## config.mk

```make
export PLATFORM = sky130hd
export DESIGN_NAME = mult_descrambler
export DESIGN_NICKNAME = d
export VERILOG_FILES = /design/src/rtl/dsc_pkg.sv /design/src/rtl/dsc_hist_reg.sv /design/src/rtl/dsc_tap_sum.sv /design/src/rtl/mult_descrambler.sv
export SDC_FILE = /design/constraint.sdc
export NUM_CORES = 1
export LEC_CHECK = 0
export BUFFER_PORTS_ARGS = -buffer_cell sky130_fd_sc_hd__buf_2
export CORE_AREA = 2 2 39 41
export DETAILED_ROUTE_END_ITERATION = 12
export DIE_AREA = 0 0 41 43
export PLACE_DENSITY = 0.64
export SETUP_SLACK_MARGIN = 0.5
export SYNTH_ARGS = -nofsm -noshare
export SYNTH_HDL_FRONTEND = slang
export SYNTH_HIERARCHICAL = 1
export SYNTH_SLANG_ARGS = --single-unit
export TNS_END_PERCENT = 10
```

## constraint.sdc

```tcl
create_clock -name clk -period 1.65 [get_ports clk]
set_clock_uncertainty 0.15 [all_clocks]
set_input_delay 0.165 -clock clk [delete_from_list [all_inputs] [get_ports clk]]
set_output_delay 0.165 -clock clk [all_outputs]
set_load 0.02 [all_outputs]
```

## src/rtl/dsc_pkg.sv

```systemverilog
package dsc_pkg;

    localparam int unsigned DSC_DEFAULT_LEN = 7;

    typedef struct packed {
        logic data;
        logic valid;
    } dsc_out_t;

endpackage

```

## src/rtl/dsc_hist_reg.sv

```systemverilog
module dsc_hist_reg #(
    parameter int unsigned LEN = 7
) (
    input  logic           clk,
    input  logic           srst,
    input  logic           shift_en,
    input  logic           din,
    output logic [LEN-1:0] hist_o
);

    localparam int unsigned UPPER = LEN - 1;

    logic [LEN-1:0] hist_d;
    logic [LEN-1:0] hist_q;

    // index 0 is stage 1 (newest received bit)
    always_comb begin
        hist_d = hist_q;
        if (shift_en) begin
            hist_d = {hist_q[UPPER-1:0], din};
        end
    end

    always_ff @(posedge clk) begin
        if (srst) begin
            hist_q <= '0;
        end else begin
            hist_q <= hist_d;
        end
    end

    assign hist_o = hist_q;

endmodule

```

## src/rtl/dsc_tap_sum.sv

```systemverilog
module dsc_tap_sum #(
    parameter int unsigned LEN = 7
) (
    input  logic [LEN-1:0] hist_i,
    input  logic [LEN-1:0] mask_i,
    output logic           parity_o
);

    logic [LEN-1:0] term;

    for (genvar g = 0; g < LEN; g++) begin : g_term
        assign term[g] = hist_i[g] & mask_i[g];
    end

    assign parity_o = ^term;

endmodule

```

## src/rtl/mult_descrambler.sv

```systemverilog
module mult_descrambler
    import dsc_pkg::*;
#(
    parameter int unsigned REG_LEN = DSC_DEFAULT_LEN
) (
    input  logic               clk,
    input  logic               srst,
    input  logic               in_bit,
    input  logic               in_vld,
    input  logic [REG_LEN-1:0] tap_mask,
    output logic               out_bit,
    output logic               out_vld
);

    logic [REG_LEN-1:0] hist_w;
    logic               fb_par;
    dsc_out_t           out_d;
    dsc_out_t           out_q;

    dsc_hist_reg #(.LEN(REG_LEN)) u_hist (
        .clk      (clk),
        .srst     (srst),
        .shift_en (in_vld),
        .din      (in_bit),
        .hist_o   (hist_w)
    );

    dsc_tap_sum #(.LEN(REG_LEN)) u_taps (
        .hist_i   (hist_w),
        .mask_i   (tap_mask),
        .parity_o (fb_par)
    );

    always_comb begin
        out_d       = out_q;
        out_d.valid = in_vld;
        if (in_vld) begin
            out_d.data = in_bit ^ fb_par;
        end
    end

    always_ff @(posedge clk) begin
        if (srst) begin
            out_q <= '0;
        end else begin
            out_q <= out_d;
        end
    end

    assign out_bit = out_q.data;
    assign out_vld = out_q.valid;

endmodule

```

==> out/qor.log <==
[layout] post-synthesis to final-layout area growth 23.9%
[logic_synthesis] post-synthesis sequential area ratio 0.442
[critical_path] data required time at the worst endpoint 1.69 ns
[layout] total non-filler cell area in the finished layout 505 um2
[power_and_ir_drop] Combinational Power Share 0.108
[global_route] GRT Total Usage 0.101
[clock_tree] buffers from clock root to sink, at most 2
[die] Die Footprint 1760 um2
[clock_tree] clock transition at the register clock pins on the worst setup and hold paths after CTS 0.06 ns
[clock_tree] cts bufs inserted 3
[layout] proportion of layout cells with a drive suffix above 1 0.333
[place] Final Wtd Congestion 0.653
[die] initial core utilization 0.295
[critical_path] Critical Setup Path Class reg2reg
[critical_path] critical-path maximum fanout 3
[timing] number of pins with negative max-slew slack in the final report 0
[timing] Post-Route Setup TNS 0 ns
[critical_path] Worst Setup Start Kind register
[drt] average wire per standard cell 9.73 um
[place] area of placed instances 479 um2
[layout] number of cells in the finished layout apart from fillers 70
[drt] ratio of routed vias to standard cells 4.26
[logic_synthesis] warning count from the yosys run 6
[layout] Core Util, Final 0.365
[logic_synthesis] area share of xor/xnor cells in the synthesized design 0.175
[logic_synthesis] synthesized netlist cell count 39
[global_route] gr ovfl total 0
[clock_tree] number of clock sinks seen by CTS 9
[power_and_ir_drop] power share of the sequential group 0.515
[logic_synthesis] number of enable-type register cells in the synthesized netlist 0
[clock_tree] Clock Tree Root sky130_fd_sc_hd__clkbuf_4
[critical_path] worst endpoint data arrival time 1.56 ns
[logic_synthesis] post-synth top area cell sky130_fd_sc_hd__dfxtp_1
[place] Port Buffers 12
[logic_synthesis] cell types with the largest area share after synthesis sky130_fd_sc_hd__dfxtp_1 44%, sky130_fd_sc_hd__mux2i_1 17%, sky130_fd_sc_hd__xnor3_1 11%
[die] row cnt 14
[logic_synthesis] Primary FF master, synth sky130_fd_sc_hd__dfxtp_1
[logic_synthesis] Mean Syn Cell Area 10.5 um2
[clock_tree] number of buffers added for setup after CTS 0
[logic_synthesis] post-synthesis share of cell area spent on and, or, nand and nor gates 0.153
[timing] worst slew pin tran 0.259 ns
[timing] Final period util 0.924
[power_and_ir_drop] worst vdd ir 0.420 mV
[power_and_ir_drop] internal power 0.000341 W
[clock_tree] count of hold buffers inserted by post-cts repair 0
[logic_synthesis] compound-cell area share of the yosys netlist 0.0307
[global_route] vias in the first global route 279
[logic_synthesis] dominant combinational cell family by area after synthesis XOR/XNOR gates
[critical_path] type of element capturing the critical path register
[global_route] number of antenna violations at the first check in global routing 0
[drt] Via Count 298
[place] placed instance count 66
[layout] ant diodes 0
[clock_tree] H-tree levels 1
[timing] Final setup violation count 0
[die] top-level I/O count 13
[layout] # nets final 66
[power_and_ir_drop] net switching fraction of the power 0.226
[drt] 1st-iter DRT viols 0
[power_and_ir_drop] PD cells 871 nW/um2
[die] Floorplan Core Area 1380 um2
[logic_synthesis] syn_nets 50
[place] half-perimeter wire length after detailed placement 506 um
[logic_synthesis] number of distinct library cells after synthesis 10
[job] Max-Cap Viols 0
[die] Die H 43 um
[clock_tree] clock latency on the worst-skew pair 0.26 ns
[global_route] largest net degree at the start of global routing 11
[timing] unrepaired setup endpoints after global routing yes
[logic_synthesis] register bit total from synthesis 9
[timing] final hold violation count 0
[power_and_ir_drop] net switching power of the design 0.0000995 W
[worst_hold_path] class of the tightest hold or removal check in2reg
[power_and_ir_drop] clock network power share 0.377
[drt] number of optimization iterations in the first detailed-route pass 1
[drt] final routed DRC violation total 0
[timing] final critical delay including setup and external delays 1.52 ns
[clock_tree] clock tree from TritonCTS done
[power_and_ir_drop] Pleak 0.239 nW
[logic_synthesis] post-synth design cell area 408 um2
[logic_synthesis] share of async-settable or async-resettable flops after synthesis 0
[timing] final-layout worst hold slack 0.0239 ns
[logic_synthesis] adder-cell share of the synthesized area 0
[status] result of the run finished, final reports clean
[die] width of the chip 41 um
[global_route] global-route wire length before repair 1.06 mm
[logic_synthesis] most common cell in the netlist sky130_fd_sc_hd__dfxtp_1
[clock_tree] # resized after CTS 0
[timing] Slew Limit Headroom 0.827
[drt] wire length reported by the detailed router 681 um
[drt] final antenna-violating net count 0
[timing] fmax 0.656 GHz
[logic_synthesis] top post-synthesis cells by count 9 x sky130_fd_sc_hd__dfxtp_1, 8 x sky130_fd_sc_hd__nor2_1, 7 x sky130_fd_sc_hd__mux2i_1, 7 x sky130_fd_sc_hd__nand2_1
[logic_synthesis] multiplexer share of the synthesized area 0.172
[logic_synthesis] share of the synthesized area in the top cell type 0.442
-- path summary, 6_finish.rpt --
check                         from                to  slack (ns)  depth (start not counted)
setup / recovery  u_hist/hist_o[5]           out_bit        0.13                          5
hold / removal              in_bit  u_hist/hist_o[0]        0.02                          3
hold reg to reg   u_hist/hist_o[3]  u_hist/hist_o[3]        0.35                          2
setup reg to reg  u_hist/hist_o[5]           out_bit        0.13                          5
-- cell families after synthesis --
kind of cell              count (synthesis)
muxes                                     7
xor gates and xnor gates                  5
buffers and inverters                     1
AOI/OAI and AO/OA                         1
and+or+nand+nor                          16
DFF                                       9
-- placed cells by master (no fill, tap or decap), drive strengths merged --
cell,n
clkbuf,4
xnor2,2
xor2,1
a211oi,1
nor2b,1
nor2,8
nand2,7
xnor3,2
buf,12
mux2i,7
dfxtp,9
-- metal layers --
layer | global-route usage | routed length (um) | vias up
li1 | - | - | 157
met1 | 0.118 | 326 | 126
met2 | 0.116 | 262 | 11
met3 | 0.0471 | 58 | 4
met4 | 0.120 | 34 | 0
met5 | 0 | 0 | -
-- flip-flops by register name, indices dropped and copies added, names as in the netlist --
signal         cells
out_vld            1
out_bit            1
u_hist/hist_o      7
-- worst max-delay path: stages (launching register included) --
cell,delay [ns]
sky130_fd_sc_hd__dfxtp_1,0.35
sky130_fd_sc_hd__nand2_1,0.08
sky130_fd_sc_hd__xnor2_1,0.14
sky130_fd_sc_hd__xnor3_1,0.42
sky130_fd_sc_hd__xnor2_1,0.15
sky130_fd_sc_hd__a211oi_2,0.16
-- power groups by stage --
stage | Clock, W | Sequential (W) | Combinational [W]
2_1_floorplan | 0 | 0.000236 | 0.0000251
3_3_place_gp | 0 | 0.000232 | 0.0000480
3_5_place_dp | 0 | 0.000232 | 0.0000482
4_1_cts | 0.000173 | 0.000227 | 0.0000485
5_1_grt | 0.000185 | 0.000228 | 0.0000526
6_report | 0.000166 | 0.000227 | 0.0000476
-- cell type report --
class                           instances  area [um2]
Timing Repair Buffer                   12        60.1
Clock buffer                            4        26.3
Tap cell                               16        20.0
Fill cell                             149         878
Multi-Input combinational cell         29         216
Sequential cell                         9         183
-- per-stage QoR --
step                setup WS (ns)  total power (W)
floorplan                   0.207         0.000261
global placement            0.128         0.000280
detailed placement          0.132         0.000280
CTS                         0.107         0.000448
global route               0.0356         0.000465
finish                      0.125         0.000440
-- repair_timing --
action                     4_1_cts  5_1_grt
pin swaps                        0        0
setup endpoints to repair        1        1
cloned                           0        0
hold endpoints to repair         0        0
No activity file was read; power rests on OpenSTA's default activity.
